<file path="src/rtl/int_alu_pkg.sv">
package int_alu_pkg;
  localparam int DW  = 32;
  localparam int NSZ = 3;   // 8, 16, 32
  localparam int FW  = 6;

  typedef enum logic [3:0] {
    OP_ADD = 4'd0,  OP_ADC = 4'd1,  OP_SUB = 4'd2,  OP_SBB = 4'd3,
    OP_INC = 4'd4,  OP_DEC = 4'd5,  OP_CMP = 4'd6,  OP_NEG = 4'd7,
    OP_AND = 4'd8,  OP_OR  = 4'd9,  OP_XOR = 4'd10, OP_NOT = 4'd11,
    OP_STC = 4'd12, OP_CLC = 4'd13, OP_CMC = 4'd14, OP_RSV = 4'd15
  } op_e;

  typedef enum logic [1:0] {
    SZ_B = 2'd0, SZ_H = 2'd1, SZ_W = 2'd2, SZ_WX = 2'd3
  } sz_e;

  typedef enum logic [1:0] {
    LG_AND = 2'd0, LG_OR = 2'd1, LG_XOR = 2'd2, LG_NOT = 2'd3
  } lg_e;

  // cf is bit 0
  typedef struct packed {
    logic of;
    logic sf;
    logic zf;
    logic af;
    logic pf;
    logic cf;
  } flags_t;

  function automatic logic [DW-1:0] size_mask(input logic [1:0] sz);
    case (sz)
      SZ_B:    size_mask = DW'(32'h0000_00ff);
      SZ_H:    size_mask = DW'(32'h0000_ffff);
      default: size_mask = '1;
    endcase
  endfunction

  function automatic int unsigned size_idx(input logic [1:0] sz);
    case (sz)
      SZ_B:    size_idx = 0;
      SZ_H:    size_idx = 1;
      default: size_idx = NSZ - 1;
    endcase
  endfunction
endpackage

</file>
<file path="src/rtl/alu_addsub.sv">
module alu_addsub
  import int_alu_pkg::*;
#(
  parameter int W_DATA = DW
) (
  input  logic [W_DATA-1:0] x_i,
  input  logic [W_DATA-1:0] y_i,
  input  logic              ci_i,   // carry or borrow in
  input  logic              sub_i,
  input  logic [1:0]        sz_i,
  output logic [W_DATA-1:0] res_o,
  output logic              cy_o,
  output logic              ov_o,
  output logic              af_o
);
  logic [W_DATA-1:0] y_eff;
  logic              c_eff;
  logic [W_DATA-1:0] res_s [NSZ];
  logic [NSZ-1:0]    cy_s;
  logic [NSZ-1:0]    ov_s;

  // subtraction as x + ~y + ~borrow
  assign y_eff = sub_i ? ~y_i : y_i;
  assign c_eff = ci_i ^ sub_i;

  for (genvar g = 0; g < NSZ; g++) begin : g_sz
    localparam int W = 8 << g;
    logic [W:0] s;
    assign s = {1'b0, x_i[W-1:0]} + {1'b0, y_eff[W-1:0]} + (W+1)'(c_eff);
    if (W < W_DATA) begin : g_pad
      assign res_s[g] = {{(W_DATA-W){1'b0}}, s[W-1:0]};
    end else begin : g_full
      assign res_s[g] = s[W_DATA-1:0];
    end
    assign cy_s[g] = s[W] ^ sub_i;
    assign ov_s[g] = (x_i[W-1] ~^ y_eff[W-1]) & (s[W-1] ^ x_i[W-1]);
  end

  always_comb begin
    res_o = res_s[size_idx(sz_i)];
    cy_o  = cy_s[size_idx(sz_i)];
    ov_o  = ov_s[size_idx(sz_i)];
  end

  assign af_o = x_i[4] ^ y_i[4] ^ res_o[4];
endmodule

</file>
<file path="src/rtl/alu_logic.sv">
module alu_logic
  import int_alu_pkg::*;
#(
  parameter int W_DATA = DW
) (
  input  logic [W_DATA-1:0] x_i,
  input  logic [W_DATA-1:0] y_i,
  input  logic [W_DATA-1:0] mask_i,
  input  logic [1:0]        fn_i,
  output logic [W_DATA-1:0] res_o
);
  always_comb begin
    case (lg_e'(fn_i))
      LG_AND:  res_o = x_i & y_i;
      LG_OR:   res_o = x_i | y_i;
      LG_XOR:  res_o = x_i ^ y_i;
      default: res_o = ~x_i & mask_i;
    endcase
  end
endmodule

</file>
<file path="src/rtl/alu_status.sv">
module alu_status
  import int_alu_pkg::*;
#(
  parameter int W_DATA = DW
) (
  input  logic [W_DATA-1:0] res_i,  // already masked to size
  input  logic [1:0]        sz_i,
  output logic              zf_o,
  output logic              sf_o,
  output logic              pf_o
);
  assign zf_o = (res_i == '0);
  assign pf_o = ~^res_i[7:0];

  always_comb begin
    case (sz_i)
      SZ_B:    sf_o = res_i[7];
      SZ_H:    sf_o = res_i[15];
      default: sf_o = res_i[W_DATA-1];
    endcase
  end
endmodule

</file>
<file path="src/rtl/int_alu.sv">
module int_alu
  import int_alu_pkg::*;
#(
  parameter int W_DATA = DW
) (
  input  logic              clk_i,
  input  logic              rst_ni,
  input  logic              valid_i,
  input  logic [3:0]        op_i,
  input  logic [1:0]        size_i,
  input  logic [W_DATA-1:0] a_i,
  input  logic [W_DATA-1:0] b_i,
  output logic [W_DATA-1:0] result_o,
  output logic              wb_o,
  output logic [FW-1:0]     flags_o
);
  op_e               op;
  logic [W_DATA-1:0] mask, a_m, b_m;
  logic [W_DATA-1:0] as_x, as_y, as_res, lg_res, res_sel;
  logic              as_ci, as_sub, as_cy, as_ov, as_af;
  logic              use_logic;
  logic              zf, sf, pf;
  flags_t            fl_q, fl_n;
  logic [W_DATA-1:0] res_q;
  logic              wb_q, wb_n;

  assign op   = op_e'(op_i);
  assign mask = size_mask(size_i);
  assign a_m  = a_i & mask;
  assign b_m  = b_i & mask;

  // operand steering for the shared adder
  always_comb begin
    as_x      = a_m;
    as_y      = b_m;
    as_ci     = 1'b0;
    as_sub    = 1'b0;
    use_logic = 1'b0;
    case (op)
      OP_ADC:                 as_ci  = fl_q.cf;
      OP_SUB, OP_CMP:         as_sub = 1'b1;
      OP_SBB: begin           as_sub = 1'b1; as_ci = fl_q.cf; end
      OP_INC:                 as_y   = W_DATA'(1);
      OP_DEC: begin           as_y   = W_DATA'(1); as_sub = 1'b1; end
      OP_NEG: begin           as_x   = '0; as_y = a_m; as_sub = 1'b1; end
      OP_AND, OP_OR, OP_XOR, OP_NOT: use_logic = 1'b1;
      default: ;
    endcase
  end

  alu_addsub #(.W_DATA(W_DATA)) u_addsub (
    .x_i   (as_x),
    .y_i   (as_y),
    .ci_i  (as_ci),
    .sub_i (as_sub),
    .sz_i  (size_i),
    .res_o (as_res),
    .cy_o  (as_cy),
    .ov_o  (as_ov),
    .af_o  (as_af)
  );

  alu_logic #(.W_DATA(W_DATA)) u_logic (
    .x_i    (a_m),
    .y_i    (b_m),
    .mask_i (mask),
    .fn_i   (op_i[1:0]),
    .res_o  (lg_res)
  );

  assign res_sel = use_logic ? lg_res : as_res;

  alu_status #(.W_DATA(W_DATA)) u_status (
    .res_i (res_sel),
    .sz_i  (size_i),
    .zf_o  (zf),
    .sf_o  (sf),
    .pf_o  (pf)
  );

  always_comb begin
    fl_n = fl_q;
    wb_n = 1'b0;
    if (valid_i) begin
      case (op)
        OP_ADD, OP_ADC, OP_SUB, OP_SBB, OP_NEG, OP_CMP: begin
          fl_n = '{of: as_ov, sf: sf, zf: zf, af: as_af, pf: pf, cf: as_cy};
          wb_n = (op != OP_CMP);
        end
        OP_INC, OP_DEC: begin
          fl_n = '{of: as_ov, sf: sf, zf: zf, af: as_af, pf: pf, cf: fl_q.cf};
          wb_n = 1'b1;
        end
        OP_AND, OP_OR, OP_XOR: begin
          fl_n = '{of: 1'b0, sf: sf, zf: zf, af: 1'b0, pf: pf, cf: 1'b0};
          wb_n = 1'b1;
        end
        OP_NOT: wb_n = 1'b1;
        OP_STC: fl_n.cf = 1'b1;
        OP_CLC: fl_n.cf = 1'b0;
        OP_CMC: fl_n.cf = ~fl_q.cf;
        default: ;
      endcase
    end
  end

  always_ff @(posedge clk_i or negedge rst_ni) begin
    if (!rst_ni) begin
      fl_q  <= '0;
      res_q <= '0;
      wb_q  <= 1'b0;
    end else begin
      fl_q <= fl_n;
      wb_q <= wb_n;
      if (wb_n) res_q <= res_sel;
    end
  end

  assign result_o = res_q;
  assign wb_o     = wb_q;
  assign flags_o  = fl_q;
endmodule

</file>
<file path="config.mk">
export PLATFORM = sky130hd
export DESIGN_NAME = int_alu
export DESIGN_NICKNAME = d
export VERILOG_FILES = /design/src/rtl/int_alu_pkg.sv /design/src/rtl/alu_addsub.sv /design/src/rtl/alu_logic.sv /design/src/rtl/alu_status.sv /design/src/rtl/int_alu.sv
export SDC_FILE = /design/constraint.sdc
export NUM_CORES = 1
export LEC_CHECK = 0
export BUFFER_PORTS_ARGS = -buffer_cell sky130_fd_sc_hd__buf_4
export CORE_UTILIZATION = 40
export CTS_CLUSTER_DIAMETER = 30
export DETAILED_ROUTE_END_ITERATION = 10
export GPL_TIMING_DRIVEN = 0
export HOLD_SLACK_MARGIN = 0.05
export PLACE_DENSITY_LB_ADDON = 0.1
export SETUP_SLACK_MARGIN = 0.4
export SYNTH_ARGS = -nofsm -noshare
export SYNTH_HDL_FRONTEND = slang
export SYNTH_SLANG_ARGS = --single-unit
</file>
<file path="constraint.sdc">
create_clock -name clk_i -period 5.4 [get_ports clk_i]
set_input_delay 1.08 -clock clk_i [delete_from_list [all_inputs] [get_ports clk_i]]
set_output_delay 1.08 -clock clk_i [all_outputs]
set_load 0.05 [all_outputs]
</file>
==> flow_summary_export.csv, run 1 <==
group,metric,value,unit
sta,hold_ws,0.4769,ns
layout,drive_above_1_share,24.42,%
power_and_ir_drop,power_frac_seq,18.2,%
setup_path,rrSetupSlack,1.22,ns
global_route,antenna_found_initial,0,
layout,num_antenna_cells,0,
floorplanning,ioPinCount,112,
setup_path,reg2reg_depth,19,
sta,finalHoldViolCount,0,
worst_hold_path,holdPathStages,2,
sta,setup_viol_count_final,0,
setup_path,start_kind,"input port",
clocking,clock_sinks,39,
global_route,grt_max_degree,40,
power_and_ir_drop,p_switching,1.080,mW
worst_hold_path,holdPathEnd,"result_o[28]$_DFFE_PN0P_",
power_and_ir_drop,p_leak,4.515,nW
setup_path,timing.rr.end,"flags_o[3]$_DFFE_PN0P_",
routing,drtIter0Drc,619,
global_route,grt_pass1_vias,7495,
setup_path,arrival,5.55,ns
logic_synthesis,ys_seq_elements,39,
routing,detail-route-antenna-nets,0,
global_route,grt_overflow_total,0,
placed_design,port_buffers,107,
power_and_ir_drop,power.density,236.1,nW/um^2
run_status,outcome,"completed",
logic_synthesis,synth_top_cell_area_share,17.46,%
clocking,clock-root-buffer,"clkbuf_16",
clocking,ctsHtreeMaxLevel,2,
layout,utilization,54.25,%
logic_synthesis,synthCells,991,
routing,viasPerCell,5.755,
setup_path,crit_required,5.62,ns
clocking,cts_hold_buf,0,
logic_synthesis,synth.net_count,1165,
power_and_ir_drop,intPower,1.135,mW
logic_synthesis,syn_area,7096,um^2
global_route,grt_util_all_layers,29.44,%
sta,max_slew_margin,37.52,%
logic_synthesis,synth.avg_cell_area,7.160,um^2
sta,clock_skew,0.004896,ns
logic_synthesis,ys_seq_area_share,13.75,%
placed_design,dp_hpwl,20370,um
logic_synthesis,synth_edf_count,0,
power_and_ir_drop,swShare,48.76,%
layout,syn2layout_area_growth,32.25,%
floorplanning,die_area,18280,um^2
floorplanning,core_area,17300,um^2
sta,rsz0062_at_grt,"true",
routing,totalWireLength,26800,um
global_route,met2_usage,46.61,%
logic_synthesis,yosys.cell_types.count,77,
job,maxCapViolCount,0,
routing,wire_per_inst,19.36,um
sta,fin_crit_sh,98.76,%
sta,post-route-min-period,5.333,ns
logic_synthesis,synth_ff_type,"dfrtp_1",
clocking,numCtsBuffers,5,
global_route,grt_pass1_wl,41390,um
clocking,cts_tree,"built",
routing,post-route-drc-count,0,
power_and_ir_drop,comb_power_share,69.1,%
floorplanning,dieWidth,135.2,um
placed_design,routabilityCongestion,0.9431,
setup_path,critPathCaptureType,"register",
clocking,insertion_delay,0.28,ns
floorplanning,die_h,135.2,um
sta,max_freq,0.1875,GHz
sta,tightest_slew,0.9372,ns
power_and_ir_drop,power,2.215,mW
layout,final_cell_mix,"144 x buf_4, 115 x nand2_1, 94 x ha_1",
global_route,grt_util_met3,3.591,%
setup_path,critPathKind,"input port to register",
setup_path,reg2reg_from,"flags_o[0]$_DFFE_PN0P_",
worst_hold_path,min_path_type,"register to register",
logic_synthesis,yosys.area.top_type,"ha_1",
setup_path,worstPathMaxFanout,8,
clocking,path_clk_slew,0.05,ns
floorplanning,initial_core_util,41.02,%
sta,slew_viol_final,0,
worst_hold_path,min_from,"result_o[28]$_DFFE_PN0P_",
layout,num-nets-final,1332,
clocking,clock_path_buffers,2,
logic_synthesis,async_flop_share,100.0,%
logic_synthesis,yosys_warnings,0,
global_route,grt_busiest_layer,"met2",
logic_synthesis,synth_area_leaders,"ha_1 17%, dfrtp_1 14%, a21oi_1 6.4%",
power_and_ir_drop,peakVddDrop,0.3438,mV
power_and_ir_drop,clock_power_share,12.7,%
routing,firstDrtPassIters,5,
global_route,grtUsageMet1,42.07,%
routing,vias,7965,
layout,final_common_cell,"buf_4",
floorplanning,std_cell_rows,48,
[worst max-delay path, cell delays in order]
cell and delay (ns):
buf_8 0.10, buf_8 0.11, nor2b_4 0.15, buf_8 0.13
clkbuf_16 0.13, nor2_4 0.03, and2_4 0.17, clkbuf_16 0.16
buf_4 0.14, o22ai_1 0.18, xor2_1 0.17, ha_1 0.24
buf_2 0.18, a21oi_2 0.22, o211ai_1 0.16, a41o_1 0.30
or3_1 0.36, a31oi_2 0.29, nand4_1 0.21, or4_4 0.55
nor4b_4 0.25, nand4_1 0.13, nand2_1 0.07
[repair_timing]
action                                  4_1_cts  5_1_grt
pin swaps                                    29       30
buffers inserted                             47        6
resized for setup                            94       34
gates cloned                                  0        0
endpoints found under the setup margin       18        9
[layer usage]
layer | vias up | part of all wire [%]
li1 | 3860 | -
met1 | 3763 | 47
met2 | 313 | 44
met3 | 29 | 7.1
met4 | 0 | 1.5
met5 | - | 0
[sequential cells by signal, summed over array words and instances (netlist names)]
register  count
flags_o       6
result_o     32
wb_o          1
[how the worst max path moves through the flow]
stage,startpoint,end,slack [ns],cells after the start
6_report,op_i[0],flags_o[3]$_DFFE_PN0P_,0.07,23
5_1_grt,op_i[0],flags_o[3]$_DFFE_PN0P_,-0.13,27
4_1_cts,op_i[0],flags_o[3]$_DFFE_PN0P_,-0.03,24
3_5_place_dp,op_i[1],flags_o[3]$_DFFE_PN0P_,-1.34,24
3_3_place_gp,op_i[1],flags_o[3]$_DFFE_PN0P_,-1.33,24
2_1_floorplan,op_i[1],flags_o[3]$_DFFE_PN0P_,0.20,26
[Yosys cell counts, drive strengths merged (8+ instances only)]
cell and count:
a211oi 21, a21o 13, a21oi 92, a31oi 13
and2 22, and3 9, buf 26, clkbuf 37
dfrtp 39, ha 99, inv 82, mux2i 9
nand2 116, nand2b 10, nand3 13, nor2 85
nor2b 8, nor3 28, o211ai 11, o21ai 67
o22ai 23, xnor2 30, xor2 20
[power groups by stage]
stage | combinational, mW | sequential [mW] | clock (mW)
CTS | 1.47 | 0.405 | 0.284
detailed placement | 1.32 | 0.410 | 0
floorplan | 0.692 | 0.645 | 0
finish | 1.53 | 0.404 | 0.281
global route | 1.64 | 0.412 | 0.297
global placement | 1.31 | 0.407 | 0
[stage by stage]
step	instances	worst slack (ns)	TNS, ns	instance area (um^2)
final	1384	0.06702	0	9384
after global routing	1384	-0.1343	-0.1343	9384
after CTS	1378	-0.02570	-0.02570	9224
after detailed placement	1323	-1.337	-5.608	8307
after global placement	1323	-1.331	-5.625	8307
after floorplan	991	0.1966	0	7222
[cell type report]
type	instances	area (um^2)
Multi-Input combinational cell	806	5851
Tap cell	225	281.5
Fill cell	1718	7913
Sequential cell	39	975.9
Timing Repair Buffer	160	1275
Buffer	63	551.8
Inverter	83	311.5
Clock inverter	1	5.005
Clock buffer	7	132.6
[kinds of logic (layout without fill, tap and decap cells)]
logic type	Yosys count	in the layout	synth area share (%)
simple gates	327	327	21.81
mux	22	22	4.444
buf+inv	146	314	8.199
xor+xnor	50	50	6.172
flops	39	39	13.75
compound gates	306	306	27.60
fa+ha+maj	101	101	18.02
Note: power is estimated with default switching activity, not from simulation.
==> run 2, diff against run 1 <==
--- a/config.mk
+++ b/config.mk
@@ -6,6 +6,8 @@
 export NUM_CORES = 1
 export LEC_CHECK = 0
 export BUFFER_PORTS_ARGS = -buffer_cell sky130_fd_sc_hd__buf_4
+export CELL_PAD_IN_SITES_DETAIL_PLACEMENT = 1
+export CELL_PAD_IN_SITES_GLOBAL_PLACEMENT = 1
 export CORE_UTILIZATION = 40
 export CTS_CLUSTER_DIAMETER = 30
 export DETAILED_ROUTE_END_ITERATION = 10
@@ -16,3 +18,4 @@
 export SYNTH_ARGS = -nofsm -noshare
 export SYNTH_HDL_FRONTEND = slang
 export SYNTH_SLANG_ARGS = --single-unit
+export TNS_END_PERCENT = 50
==> flow_summary_export.csv, run 2 (same netlist as run 1, synthesis figures left out) <==
group,metric,value,unit
run_status,outcome,"finished with violations",
run_status,violations,"negative setup slack",
routing,detail-route-antenna-nets,0,
power_and_ir_drop,comb_power_share,67.3,%
floorplanning,core_area,17300,um^2
floorplanning,dieWidth,135.2,um
clocking,clock-root-buffer,"clkbuf_16",
sta,slew_viol_final,0,
sta,post-route-min-period,5.754,ns
power_and_ir_drop,p_leak,4.600,nW
power_and_ir_drop,swShare,48.69,%
routing,viasPerCell,6.215,
power_and_ir_drop,p_switching,1.186,mW
layout,final_cell_mix,"154 x buf_4, 114 x nand2_1, 97 x ha_1",
setup_path,start_kind,"input port",
clocking,cts_hold_buf,0,
routing,post-route-drc-count,0,
clocking,numCtsBuffers,5,
power_and_ir_drop,intPower,1.250,mW
sta,tns,-0.6122,ns
placed_design,routabilityCongestion,0.9257,
power_and_ir_drop,peakVddDrop,0.2671,mV
sta,clock_skew,0.008631,ns
floorplanning,die_h,135.2,um
global_route,grt_overflow_total,0,
routing,firstDrtPassIters,7,
floorplanning,initial_core_util,41.02,%
global_route,grt_pass1_wl,48180,um
layout,nFillCells,2174,
global_route,grt_util_all_layers,34.26,%
job,maxCapViolCount,0,
clocking,path_clk_slew,0.07,ns
floorplanning,std_cell_rows,48,
sta,rsz0062_at_grt,"true",
power_and_ir_drop,power_frac_seq,16.7,%
sta,max_freq,0.1738,GHz
clocking,cts_tree,"built",
routing,totalWireLength,32980,um
layout,syn2layout_area_growth,35.39,%
layout,drive_above_1_share,25.70,%
routing,wire_per_inst,23.61,um
setup_path,worst_path_largest_cell_delay,0.30,ns
sta,tightest_slew,1.047,ns
clocking,clock_path_buffers,2,
clocking,ctsHtreeMaxLevel,2,
sta,fin_crit_sh,106.6,%
placed_design,dp_hpwl,22410,um
layout,num-nets-final,1344,
global_route,antenna_found_initial,2,
worst_hold_path,min_path_type,"register to register",
layout,final_common_cell,"buf_4",
floorplanning,die_area,18280,um^2
global_route,grt_pass1_vias,8581,
clocking,insertion_delay,0.29,ns
placed_design,port_buffers,107,
sta,hold_ws,0.4797,ns
power_and_ir_drop,clock_power_share,16.0,%
setup_path,critPathKind,"input port to register",
setup_path,worstPathMaxFanout,10,
setup_path,crit_path_top_delay_cell,"clkbuf_4",
sta,setup_viol_count_final,2,
floorplanning,ioPinCount,112,
sta,finalHoldViolCount,0,
sta,timing.final.ws_setup,-0.3544,ns
sta,max_slew_margin,30.19,%
global_route,grt_max_degree,40,
setup_path,crit_required,5.54,ns
setup_path,critPathCaptureType,"register",
routing,vias,8683,
power_and_ir_drop,power.density,253.6,nW/um^2
routing,drtIter0Drc,672,
setup_path,arrival,5.90,ns
layout,largest_reg_flops,32,
setup_path,crit_top_cell,"buf_6",
clocking,clock_sinks,39,
-- run 2: timing repair --
item,CTS,global route
resized for setup,96,50
setup endpoints to repair,20,11
buffers inserted,42,23
pin swaps,28,36
-- run 2: area by class of cell --
cell class	count	area (um^2)	area share, %
inverter	83	317.8	3.308
sequential	39	975.9	10.16
antenna	1	2.502	0.02605
clock inverter	2	60.06	0.6252
buffer	63	576.8	6.004
multi-input combinational	806	5893	61.34
tap	225	281.5	2.930
clock buffer	6	128.9	1.341
timing repair buffer	172	1370	14.26
-- run 2: path summary, 6_finish.rpt --
path | from | endpoint | slack, ns | cells after the start
min in group asynchronous | rst_ni | result_o[6]$_DFFE_PN0P_ | 0.77 | 1
max in group asynchronous | rst_ni | result_o[24]$_DFFE_PN0P_ | 4.25 | 1
hold / removal | result_o[6]$_DFFE_PN0P_ | result_o[6]$_DFFE_PN0P_ | 0.48 | 2
setup / recovery | op_i[2] | flags_o[5]$_DFFE_PN0P_ | -0.35 | 33
setup reg to reg | flags_o[0]$_DFFE_PN0P_ | flags_o[3]$_DFFE_PN0P_ | 0.77 | 20
hold reg to reg | result_o[6]$_DFFE_PN0P_ | result_o[6]$_DFFE_PN0P_ | 0.48 | 2
-- run 2: critical path, delay by kind of cell --
family,cells,cell delay (ns)
AO/OA/AOI/OAI,8,1.21
XOR/XNOR,2,0.30
adder cells (fa/ha/maj),1,0.28
buffers and inverters,20,2.65
AND/OR/NAND/NOR,2,0.35
-- run 2: power by group through the flow --
| stage | registers [mW] | clock network [mW] | logic (mW) |
|---|---|---|---|
| floorplan | 0.645 | 0 | 0.692 |
| global placement | 0.406 | 0 | 1.32 |
| detailed placement | 0.411 | 0 | 1.35 |
| CTS | 0.406 | 0.390 | 1.49 |
| global route | 0.414 | 0.400 | 1.74 |
| finish | 0.407 | 0.390 | 1.64 |
-- run 2: routing by layer --
layer	up-vias	GRT usage, %	part of all wire (%)
met4	2	12.42	4.6
met2	469	57.69	46
met1	4202	44.21	41
met3	123	5.051	7.9
li1	3887	-	-
met5	-	0	0.039
-- run 2: through the flow --
step / total power, mW / std cells / instance area [um^2] / util [%] / worst slack (ns)
floorplan: 1.337 / 991 / 7222 / - / 0.1966
global placement: 1.724 / 1323 / 8307 / 48.03 / -1.449
detailed placement: 1.756 / 1323 / 8307 / 48.03 / -1.506
CTS: 2.288 / 1373 / 9233 / 53.38 / -0.1777
global route: 2.550 / 1397 / 9607 / 55.54 / -0.4905
finish: 2.436 / 1397 / 9607 / 55.54 / -0.3544
